$ cat src/rtl/gsp_pkg.sv
package gsp_pkg;
    localparam int unsigned GSP_PORTS    = 5;
    localparam int unsigned GSP_HIST     = 63;
    localparam int unsigned GSP_IDLE_RUN = 4;
    localparam int unsigned GSP_PRIO_W   = 4;
endpackage

$ cat src/rtl/gsp_idle_gen.sv
module gsp_idle_gen #(
    parameter int unsigned N_PORTS  = gsp_pkg::GSP_PORTS,
    parameter int unsigned IDLE_RUN = gsp_pkg::GSP_IDLE_RUN
) (
    input  logic               clk,
    input  logic               rst,
    input  logic [N_PORTS-1:0] req,
    output logic               idle_pulse
);
    localparam int unsigned RW = (IDLE_RUN > 1) ? $clog2(IDLE_RUN) : 1;

    typedef struct packed {
        logic [RW-1:0] run;
    } idle_st_t;

    idle_st_t st_d, st_q;

    always_comb begin
        st_d       = st_q;
        idle_pulse = 1'b0;
        if (|req) begin
            st_d.run = '0;
        end else if (st_q.run == RW'(IDLE_RUN - 1)) begin
            idle_pulse = 1'b1;
            st_d.run   = '0;
        end else begin
            st_d.run = st_q.run + 1'b1;
        end
    end

    always_ff @(posedge clk) begin
        if (rst) st_q <= '0;
        else     st_q <= st_d;
    end


    pulse_quiet_chk: assert property (@(posedge clk) disable iff (rst)
        idle_pulse |-> (req == '0));


    pulse_prev_quiet_chk: assert property (@(posedge clk) disable iff (rst)
        (st_q.run != '0) |-> ($past(req) == '0));
endmodule

$ cat src/rtl/gsp_history.sv
module gsp_history #(
    parameter int unsigned N_PORTS  = gsp_pkg::GSP_PORTS,
    parameter int unsigned HIST_LEN = gsp_pkg::GSP_HIST
) (
    input  logic                       clk,
    input  logic                       rst,
    input  logic [N_PORTS-1:0]         req,
    input  logic [N_PORTS-1:0]         gnt,
    input  logic [$clog2(N_PORTS)-1:0] self_idx,
    input  logic                       fill_bit,
    input  logic                       idle_pulse,
    output logic [HIST_LEN-1:0]        hist
);
    localparam int unsigned SW = $clog2(N_PORTS);

    typedef struct packed {
        logic [HIST_LEN-1:0] bits;
    } hist_st_t;

    hist_st_t st_d, st_q;
    logic     own_req, own_gnt, shift_en, new_bit;

    always_comb begin
        own_req = 1'b0;
        own_gnt = 1'b0;
        for (int i = 0; i < int'(N_PORTS); i++) begin
            if (self_idx == SW'(i)) begin
                own_req = req[i];
                own_gnt = gnt[i];
            end
        end
        shift_en = (|gnt) | idle_pulse;
        new_bit  = own_req ? own_gnt : fill_bit;
        st_d     = st_q;
        if (shift_en) st_d.bits = {st_q.bits[HIST_LEN-2:0], new_bit};
    end

    always_ff @(posedge clk) begin
        if (rst) st_q <= '0;
        else     st_q <= st_d;
    end

    assign hist = st_q.bits;


    hold_when_quiet_chk: assert property (@(posedge clk) disable iff (rst)
        (!(|gnt) && !idle_pulse) |=> $stable(hist));


    own_grant_bit_chk: assert property (@(posedge clk) disable iff (rst)
        (shift_en && own_req) |=> (hist[0] == $past(own_gnt)));


    fill_bit_chk: assert property (@(posedge clk) disable iff (rst)
        (shift_en && !own_req) |=> (hist[0] == $past(fill_bit)));
endmodule

$ cat src/rtl/gsp_share_count.sv
module gsp_share_count #(
    parameter int unsigned HIST_LEN = gsp_pkg::GSP_HIST,
    parameter int unsigned PRIO_W   = gsp_pkg::GSP_PRIO_W
) (
    input  logic [HIST_LEN-1:0]           hist,
    input  logic [$clog2(HIST_LEN+1)-1:0] win_len,
    output logic [PRIO_W-1:0]             level
);
    localparam int unsigned LW   = $clog2(HIST_LEN + 1);
    localparam int unsigned MAXL = (1 << PRIO_W) - 1;

    logic [HIST_LEN-1:0] win_mask;
    logic [HIST_LEN-1:0] masked;
    logic [LW-1:0]       ones;

    for (genvar i = 0; i < int'(HIST_LEN); i++) begin : g_mask
        assign win_mask[i] = (win_len > LW'(i));
    end

    assign masked = hist & win_mask;

    always_comb begin
        ones = '0;
        for (int i = 0; i < int'(HIST_LEN); i++) begin
            ones = ones + LW'(masked[i]);
        end
        if (ones > LW'(MAXL)) level = PRIO_W'(MAXL);
        else                  level = ones[PRIO_W-1:0];
    end
endmodule

$ cat src/rtl/grant_share_prio.sv
module grant_share_prio #(
    parameter int unsigned N_PORTS  = gsp_pkg::GSP_PORTS,
    parameter int unsigned HIST_LEN = gsp_pkg::GSP_HIST,
    parameter int unsigned IDLE_RUN = gsp_pkg::GSP_IDLE_RUN,
    parameter int unsigned PRIO_W   = gsp_pkg::GSP_PRIO_W
) (
    input  logic                                clk,
    input  logic                                rst,
    input  logic [N_PORTS-1:0]                  req,
    input  logic [N_PORTS-1:0]                  gnt,
    input  logic [$clog2(N_PORTS)-1:0]          self_idx,
    input  logic                                fill_bit,
    input  logic [$clog2(HIST_LEN+1)-1:0]       win_len,
    input  logic [PRIO_W*(1<<PRIO_W)-1:0]       tbl_main,
    input  logic [PRIO_W*(1<<PRIO_W)-1:0]       tbl_alt,
    input  logic                                use_alt,
    output logic [PRIO_W-1:0]                   prio
);
    localparam int unsigned TW = PRIO_W * (1 << PRIO_W);

    typedef struct packed {
        logic [PRIO_W-1:0] prio;
    } out_st_t;

    out_st_t             st_d, st_q;
    logic                idle_pulse;
    logic [HIST_LEN-1:0] hist;
    logic [PRIO_W-1:0]   level;
    logic [TW-1:0]       tbl_sel;

    gsp_idle_gen #(.N_PORTS(N_PORTS), .IDLE_RUN(IDLE_RUN)) u_idle (
        .clk        (clk),
        .rst        (rst),
        .req        (req),
        .idle_pulse (idle_pulse)
    );

    gsp_history #(.N_PORTS(N_PORTS), .HIST_LEN(HIST_LEN)) u_hist (
        .clk        (clk),
        .rst        (rst),
        .req        (req),
        .gnt        (gnt),
        .self_idx   (self_idx),
        .fill_bit   (fill_bit),
        .idle_pulse (idle_pulse),
        .hist       (hist)
    );

    gsp_share_count #(.HIST_LEN(HIST_LEN), .PRIO_W(PRIO_W)) u_count (
        .hist    (hist),
        .win_len (win_len),
        .level   (level)
    );

    always_comb begin
        tbl_sel   = use_alt ? tbl_alt : tbl_main;
        st_d.prio = tbl_sel[int'(level)*PRIO_W +: PRIO_W];
    end

    always_ff @(posedge clk) begin
        if (rst) st_q <= '0;
        else     st_q <= st_d;
    end

    assign prio = st_q.prio;


    empty_window_chk: assert property (@(posedge clk) disable iff (rst)
        (win_len == '0) |-> (level == '0));
endmodule

$ cat config.mk
export PLATFORM = sky130hd
export DESIGN_NAME = grant_share_prio
export DESIGN_NICKNAME = d
export VERILOG_FILES = /design/src/rtl/gsp_pkg.sv /design/src/rtl/gsp_idle_gen.sv /design/src/rtl/gsp_history.sv /design/src/rtl/gsp_share_count.sv /design/src/rtl/grant_share_prio.sv
export SDC_FILE = /design/constraint.sdc
export NUM_CORES = 1
export LEC_CHECK = 0
export BUFFER_PORTS_ARGS = -buffer_cell sky130_fd_sc_hd__buf_2
export CORE_MARGIN = 2
export CORE_UTILIZATION = 54
export DETAILED_ROUTE_END_ITERATION = 6
export GPL_TIMING_DRIVEN = 1
export PLACE_DENSITY = 0.84
export SLEW_MARGIN = 5
export SYNTH_ARGS = -nofsm -noshare
export SYNTH_HDL_FRONTEND = slang
export SYNTH_HIERARCHICAL = 1
export SYNTH_SLANG_ARGS = --single-unit
$ cat constraint.sdc
create_clock -name clk -period 9.9 [get_ports clk]
set_clock_uncertainty 0.15 [all_clocks]
set_input_delay 0.495 -clock clk [delete_from_list [all_inputs] [get_ports clk]]
set_output_delay 0.495 -clock clk [all_outputs]
set_load 0.02 [all_outputs]
### Yosys cells after proc, flatten, opt, wreduce, memory -nomap -nowiden

Cells that the tools add are included.

* register bits: 69
* bits of input ports: 151
* output and inout bits: 4

* $add $sub $neg: 63
* magnitude comparators: 64
* equality and inequality tests: 5
* shift-type cells: 1
* mux-type cells: 15
* bitwise logic cells: 2
* reduce and logical (&&, ||, !) cells: 4

Operator list (count)
* adder 6 x 1 -> 6 bit: 61
* > comparator 6 bit, second input constant: 31
* > comparator 6 x 5 -> 1 bit, second input constant: 16
* two-way mux 64 bit: 1
* indexed part select 64 x 7 -> 4 bit: 1
* AND 63 bit: 1
* > comparator 6 x 4 -> 1 bit, second input constant: 9
* > comparator 6 x 3 -> 1 bit, second input constant: 4
* two-way mux 1 bit: 13
* > comparator 6 x 1 -> 1 bit, second input constant: 2
* > comparator 6 x 2 -> 1 bit, second input constant: 2
* OR reduction 5 bit: 2
* OR reduction 7 bit: 1
* equality test 3 x 2 -> 1 bit, second input constant: 2
* two-way mux 4 bit: 1
* equality test 3 x 1 -> 1 bit, second input constant: 1
* equality test 3 bit, second input constant: 1
* logical NOT 3 bit: 1
* adder 1 x 1 -> 2 bit: 1
* adder 2 x 1 -> 2 bit, second input constant: 1
* equality test 2 bit, second input constant: 1
* OR 1 bit: 1

### Depth between registers and ports, before layout

Gate-level depths: netlist of run 1.

* word-level depth: 67
* mapped depth: 32
* gate-level depth less buffers: 27

### Hierarchy

The synthesis of run 1 kept the hierarchy.

By module, submodules not included
* gsp_share_count: instances 1, cells each 262, area each 2296.0 sq um, seq. area each 0.0 sq um
* gsp_history: instances 1, cells each 291, area each 2287.2 sq um, seq. area each 1261.2 sq um
* grant_share_prio: instances 1, cells each 110, area each 1252.5 sq um, seq. area each 80.1 sq um
* gsp_idle_gen: instances 1, cells each 9, area each 101.3 sq um, seq. area each 40.0 sq um

### Least setup slack after synthesis of run 1

No wires, ideal clock.

* kind: input port to flip-flop
* start point: input win_len[5]
* end point: register st_q, in the netlist prio[1]
* library setup time: 0.115 ns
* arrival: 7.825 ns
* required time: 9.635 ns
* path slack: 1.810 ns
* cell stages on the path: 30
* path buffers: 4
* cell sequence: buf_2 -> and2_1 -> clkbuf_1 -> o311ai_0 -> fa_1 -> inv_1 -> fa_1 -> inv_1 -> fa_1 -> fa_1 -> inv_1 -> fa_1 -> inv_1 -> fa_1 -> fa_1 -> inv_1 -> fa_1 -> inv_1 -> fa_1 -> inv_1 -> fa_1 -> a31oi_1 -> xor2_1 -> nand4_1 -> buf_4 -> buf_4 -> mux4_2 -> a2111oi_2 -> a31oi_1 -> and3_1

* longest elaborated chain between the ends: 67
* elaborated cells on any way between the ends: 129

Ends and longest elaborated chain
* start, declared: line grant_share_prio.sv:13 `input logic [$clog2(HIST_LEN+1)-1:0] win_len,`
* > comparator 6 x 1 -> 1 bit: line gsp_share_count.sv:17 `assign win_mask[i] = (win_len > LW'(i));`
* AND 63 bit (*): line gsp_share_count.sv:20 `assign masked = hist & win_mask;`
* adder 1 x 1 -> 2 bit: line gsp_share_count.sv:25 `ones = ones + LW'(masked[i]);`
* adder 6 x 1 -> 6 bit (60 in a row): line gsp_share_count.sv:25
* adder 6 x 1 -> 6 bit (*): line gsp_share_count.sv:25
* > comparator 6 x 4 -> 1 bit: line gsp_share_count.sv:27 `if (ones > LW'(MAXL)) level = PRIO_W'(MAXL);`
* two-way mux 4 bit (*): line gsp_share_count.sv:27
* via level[0]: line grant_share_prio.sv:28 `logic [PRIO_W-1:0] level;`
* indexed part select 64 x 7 -> 4 bit (*): line grant_share_prio.sv:57 `st_d.prio = tbl_sel[int'(level)*PRIO_W +: PRIO_W];`
* end signal, assigned: line grant_share_prio.sv:62 `else st_q <= st_d;`
* end, declared: line grant_share_prio.sv:25 `out_st_t st_d, st_q;`

Mark *: on every way through the listed nets, which the timed path passes. The rest lies on a longest branch.
A chain may end at the register's enable or synchronous reset.

### Worst setup path after layout of run 1

* start point: input win_len[5]
* end point: register st_q, in the netlist prio[3]

Same word-level chain as after synthesis.

==> results of run 1 <==
-- cell usage after synthesis (8+ instances only) --
cell / number
a21oi_1: 74
nor2b_1: 11
o211ai_1: 8
dfxtp_1: 69
fa_1: 53
a22oi_1: 8
and2_1: 12
inv_1: 53
ha_1: 13
mux4_2: 20
nand3_1: 8
mux2i_1: 33
clkbuf_1: 17
nand3b_1: 9
o21ai_0: 18
nor2_1: 13
and3_1: 12
buf_2: 20
nand2_1: 136
-- through the flow --
step                total power, W  util, %  std cells
floorplan                 0.000410        -        672
global placement          0.000456     61.9        924
detailed placement        0.000459     61.9        924
CTS                       0.000708     63.9        939
global route              0.000735     63.9        939
finish                    0.000704     63.9        939
-- layout make-up --
type	instances	share of cell area, %
Multi-Input combinational cell	503	59.5
Sequential cell	69	20.0
Timing Repair Buffer	159	11.9
Inverter	53	2.89
Tap cell	140	2.54
Clock buffer	9	1.80
Clock inverter	6	1.29
-- critical path, delay by kind of cell --
| family | cells | cell delay (ns) |
|---|---|---|
| AOI/OAI and AO/OA | 5 | 1.16 |
| xor gates and xnor gates | 1 | 0.28 |
| adders and majority gates | 10 | 4.70 |
| buffers and inverters | 9 | 1.32 |
| muxes | 1 | 0.15 |
| and+or+nand+nor | 3 | 1.00 |
-- kinds of logic after synthesis --
kind of cell	after synthesis	share of synthesized area, %
AO/OA/AOI/OAI	146	15.8
XOR/XNOR	4	0.590
AND/OR/NAND/NOR	234	18.9
flip-flops	69	23.3
buffers and inverters	100	7.71
adder cells (fa/ha/maj)	66	20.6
multiplexers	53	13.2
-- metal layers --
metal / global-route usage [%] / up-vias / routed length [µm]
li1: - / 2554 / -
met1: 37.0 / 2630 / 6630
met2: 44.6 / 268 / 7870
met3: 7.41 / 49 / 1440
met4: 12.3 / 0 / 565
met5: 0 / - / 0
-- worst min path at each step --
stage                            endpoint  slack [ns]  cells after the start
after global placement    u_hist/hist[62]        0.30                      2
after detailed placement  u_hist/hist[16]        0.31                      2
final                      u_idle/st_q[1]        0.21                      2
after CTS                  u_idle/st_q[1]        0.19                      2
after floorplan           u_hist/hist[62]        0.28                      2
after global routing       u_idle/st_q[1]        0.20                      2
-- registers in the layout, summed over array words and instances (netlist names) --
signal / flops
prio: 4
u_hist/hist: 63
u_idle/st_q: 2
-- power breakdown --
part           switching [W]  total (W)  internal, W
registers         0.00000202   0.000283     0.000281
clock network       0.000110   0.000250     0.000140
logic              0.0000859   0.000171    0.0000854
==> key figures, run 1 <==
Critical path
  – WP data required: 10.01 ns
  – Worst R2R End: prio[3]
  – Cells on worst reg2reg path: 27
  – Worst setup SP type: input pin
  – Crit path kind: input pin to flop
  – R2R Setup Slk: 1.53 ns
  – CP Max Fanout: 38
  – Worst setup path end: prio[3]
  – CP startpoint: win_len[5]
  – Critical path capture point type: flop
  – Worst path max stage delay: 0.56 ns
  – Worst reg2reg path startpoint: u_hist/hist[49]
  – Crit path max-delay cell type: fa_1
  – Arrival time at the worst endpoint: 9.14 ns
  – Most frequent CP cell: fa_1

Routing
  – Per-cell routed wire length: 17.6 µm
  – Vias post-DR: 5501
  – Post-route ant nets: 0
  – Detailed Route WL: 16500 µm
  – Initial DRC count: 402
  – Average vias per placed instance: 5.86
  – Post-route DRC: 0
  – First-pass iteration count of the detailed router: 5

Global routing
  – Largest net degree at the start of global routing: 72
  – GRT overflow: 0
  – All-layer global routing usage: 28.4%
  – Antenna violations before repair: 0
  – First-pass GRT wire length: 25500 µm
  – Vias in the first global route: 5188

STA
  – Setup violations, final: 0
  – Final worst path period share: 91.2%
  – Slew at the pin with the worst max-slew slack: 1.14 ns
  – Setup ws final: 0.873 ns
  – Slew headroom: 23.9%
  – Max-slew violations: 0
  – Fin. Hold Viols: 0
  – Peak Freq: 111 MHz
  – Unrepaired setup endpoints after global routing: false
  – WHS: 0.207 ns
  – Crit path time final: 9.03 ns
  – Post-route setup TNS: 0 ns

Clock network
  – Post-CTS Hold Buffers: 0
  – TritonCTS clock tree: done
  – Worst-Skew Late Latency: 0.36 ns
  – Num CTS Buffers: 9
  – Max Root-Sink Buffers: 2
  – Root Driver: clkbuf_8
  – Register clock-pin slew on the reported worst setup and hold paths: 0.08 ns
  – Post-CTS setup buffers: 0
  – Htree depth: 3
  – Clock Sinks: 69
  – Post_cts resized: 0

Layout
  – P&R area growth vs syn: 16.1%
  – Sequential cell area: 1380 µm²
  – Filler Cells Inserted: 880
  – Antenna Cells: 0
  – Commonest cells after routing, fill and taps aside: 154 x buf_2, 136 x nand2_1, 74 x a21oi_1
  – Multi-input gate area: 4100 µm²
  – Layout cells sized above 1: 26.4%
  – Design area: 6890 µm²
  – Fin nets: 1012
  – Commonest non-fill, non-tap cell in the layout: buf_2

Floorplanning
  – Core footprint: 10800 µm²
  – Row cnt: 38
  – Starting density of the core: 55.0%
  – Die ar.: 11800 µm²
  – I/O pins: 155
  – Die Wd: 109 µm
  – Die Y: 109 µm

Logic synthesis
  – Synth area leaders: dfxtp_1 23%, fa_1 18%, nand2_1 8.6%, mux4_2 7.6%, a21oi_1 6.2%
  – Synth Instances: 672
  – Mean Syn Cell Area: 8.83 µm²
  – FFs w/ async S/R, synth: 0%
  – Largest area contributor in the netlist: dfxtp_1
  – Synth warnings: 6
  – EDFF count, synth: 0
  – Syn_nets: 889
  – Synth Register Bits: 69
  – Mapped Area: 5940 µm²
  – Primary FF master, synth: dfxtp_1
  – Unique masters post-synth: 55
  – Synth top area share: 23.3%
  – Sequential area share after synthesis: 23.3%

Worst hold path
  – Min-delay src: req[2]
  – Worst min path class: input pin to flop

Flow run
  – Max_cap viols: 0

Outcome
  – Status: complete, no violations

Place
  – Gpl congestion: 0.932
  – Pre-CTS setup slack: 0.525 ns
  – Port buffer count: 154
  – Area after DPL: 6680 µm²
  – DPL Wire Length: 12900 µm

Power
  – Worst vdd ir: 0.0823 mV
  – Leakage: 2.92 nW
  – Cell Pwr Density: 102 nW/µm²
No activity file was read; power rests on OpenSTA's default activity.
==> run 2, diff against run 1 <==
--- a/config.mk
+++ b/config.mk
@@ -6,8 +6,9 @@
 export NUM_CORES = 1
 export LEC_CHECK = 0
 export BUFFER_PORTS_ARGS = -buffer_cell sky130_fd_sc_hd__buf_2
-export CORE_MARGIN = 2
+export CORE_MARGIN = 10
 export CORE_UTILIZATION = 54
+export CTS_BUF_LIST = sky130_fd_sc_hd__clkbuf_16
 export DETAILED_ROUTE_END_ITERATION = 6
 export GPL_TIMING_DRIVEN = 1
 export PLACE_DENSITY = 0.84
==> key figures, run 2 (synthesis gave the netlist of run 1 again) <==
STA
  – Setup violations, final: 0 (unchanged)
  – Fin. Hold Viols: 0 (unchanged)
  – Slew at the pin with the worst max-slew slack: 0.718 ns (was 1.14 ns)
  – Peak Freq: 115 MHz (was 111 MHz)
  – Post-route setup TNS: 0 ns (unchanged)
  – Slew headroom: 52.1% (was 23.9%)
  – Unrepaired setup endpoints after global routing: false (unchanged)
  – Final worst path period share: 87.5% (was 91.2%)
  – Setup ws final: 1.24 ns (was 0.873 ns)
  – Max-slew violations: 0 (unchanged)
  – Crit path time final: 8.66 ns (was 9.03 ns)

Layout
  – Sequential cell area: 1380 µm² (unchanged)
  – Filler Cells Inserted: 874 (was 880)
  – Multi-input gate area: 4100 µm² (unchanged)
  – Layout cells sized above 1: 26.6% (was 26.4%)
  – Commonest cells after routing, fill and taps aside: 154 x buf_2, 136 x nand2_1, 74 x a21oi_1 (unchanged)
  – P&R area growth vs syn: 17.9% (was 16.1%)
  – Max reg flops: 63 (unchanged)
  – Finished Layout Cells: 942 (was 939)
  – Fin nets: 1014 (was 1012)
  – Post-layout util: 64.9% (was 63.9%)
  – Commonest non-fill, non-tap cell in the layout: buf_2 (unchanged)

Critical path
  – Crit path depth: 28 (was 29)
  – Most frequent CP cell: fa_1 (unchanged)
  – Cells on worst reg2reg path: 26 (was 27)
  – Critical path capture point type: flop (unchanged)
  – R2R Setup Slk: 1.87 ns (was 1.53 ns)
  – CP Max Fanout: 38 (unchanged)
  – Worst setup path end: prio[3] (unchanged)
  – Crit path kind: input pin to flop (unchanged)
  – CP startpoint: win_len[5] (unchanged)
  – WP data required: 9.93 ns (was 10.01 ns)
  – Cell family with most CP delay: adder cells (unchanged)
  – Worst setup SP type: input pin (unchanged)
  – WP buf/inv: 8 (was 9)
  – Worst reg2reg path startpoint: u_hist/hist[49] (unchanged)
  – Worst R2R End: prio[3] (unchanged)
  – Worst path max stage delay: 0.66 ns (was 0.56 ns)
  – Crit path max-delay cell type: mux4_2 (was fa_1)
  – Arrival time at the worst endpoint: 8.70 ns (was 9.14 ns)

Floorplanning
  – Die ar.: 15600 µm² (was 11800 µm²)
  – I/O pins: 155 (unchanged)
  – Die Y: 125 µm (was 109 µm)
  – Starting density of the core: 55.0% (unchanged)
  – Die Wd: 125 µm (was 109 µm)
  – Core footprint: 10800 µm² (unchanged)
  – Row cnt: 38 (unchanged)

Clock network
  – Worst-Skew Late Latency: 0.33 ns (was 0.36 ns)
  – TritonCTS clock tree: done (unchanged)
  – Num CTS Buffers: 9 (unchanged)
  – Max Root-Sink Buffers: 2 (unchanged)
  – Register clock-pin slew on the reported worst setup and hold paths: 0.06 ns (was 0.08 ns)
  – Post_cts resized: 0 (unchanged)
  – Htree depth: 3 (unchanged)
  – Post-CTS Hold Buffers: 0 (unchanged)
  – Post-CTS setup buffers: 0 (unchanged)
  – Clock Sinks: 69 (unchanged)
  – Root Driver: clkbuf_16 (was clkbuf_8)

Place
  – Gpl congestion: 0.908 (was 0.932)
  – Pre-CTS setup slack: 0.989 ns (was 0.525 ns)
  – Port buffer count: 154 (unchanged)
  – DPL Wire Length: 14200 µm (was 12900 µm)
  – Placed insts: 926 (was 924)

Routing
  – Post-route DRC: 0 (unchanged)
  – Detailed Route WL: 17900 µm (was 16500 µm)
  – Post-route ant nets: 0 (unchanged)
  – Initial DRC count: 587 (was 402)
  – Vias post-DR: 5482 (was 5501)
  – Average vias per placed instance: 5.82 (was 5.86)
  – First-pass iteration count of the detailed router: 6 (was 5)
  – Per-cell routed wire length: 19.0 µm (was 17.6 µm)

Power
  – Leakage: 2.97 nW (was 2.92 nW)
  – Worst vdd ir: 0.104 mV (was 0.0823 mV)
  – Cell Pwr Density: 113 nW/µm² (was 102 nW/µm²)

Global routing
  – First-pass GRT wire length: 28400 µm (was 25500 µm)
  – All-layer global routing usage: 22.3% (was 28.4%)
  – GRT overflow: 0 (unchanged)
  – Largest net degree at the start of global routing: 72 (unchanged)
  – Antenna violations before repair: 0 (unchanged)
  – Vias in the first global route: 5300 (was 5188)

Outcome
  – Status: complete, no violations (unchanged)

Worst hold path
  – Worst min path class: input pin to flop (unchanged)

Flow run
  – Max_cap viols: 0 (unchanged)
-- run 2: changes by cell type in the layout (fill, tap and decap cells not counted) --
cell / change
clkbuf_16: +9
clkbuf_8: -9
buf_4: +3
buf_12: -1
diode_2: +1
-- run 2: worst min-delay path by stage --
stage / from / end / slack (ns) / cells past startpoint
after floorplan: u_hist/hist[62] / u_hist/hist[62] / 0.28 / 2
after global placement: u_hist/hist[62] / u_hist/hist[62] / 0.30 / 2
after detailed placement: u_hist/hist[15] / u_hist/hist[15] / 0.31 / 2
after CTS: req[2] / u_idle/st_q[1] / 0.22 / 2
after global routing: req[2] / u_idle/st_q[1] / 0.23 / 2
final: req[2] / u_idle/st_q[1] / 0.24 / 2
-- run 2: per-layer routing --
layer  up-vias  track usage, %  wire (µm)
met5         -               0          0
met4         0            5.96        371
met3        31            4.77       1490
met2       279            36.4       8680
met1      2613            29.1       7320
li1       2559               -          -
-- run 2: area by class of cell --
cell class | instances | share of cell area, %
Tap cell | 140 | 2.50
Multi-Input combinational cell | 503 | 58.6
Antenna cell | 1 | 0.0358
Clock buffer | 9 | 3.22
Timing Repair Buffer | 161 | 11.8
Inverter | 53 | 2.84
Sequential cell | 69 | 19.7
Clock inverter | 6 | 1.27
-- run 2: per-stage QoR --
stage	cell area (µm²)	hold slack, ns	total power, W
final	7000	0.236	0.000791
after global routing	7000	0.235	0.000824
after CTS	7000	0.224	0.000793
after detailed placement	6680	0.312	0.000455
after global placement	6680	0.305	0.000453
after floorplan	5940	0.282	0.000410
-- run 2: where the power goes --
part	switching (W)	internal (W)	total, W
sequential	0.00000184	0.000281	0.000283
combinational	0.0000846	0.0000838	0.000168
clock	0.000121	0.000219	0.000340
total	0.000208	0.000584	0.000791
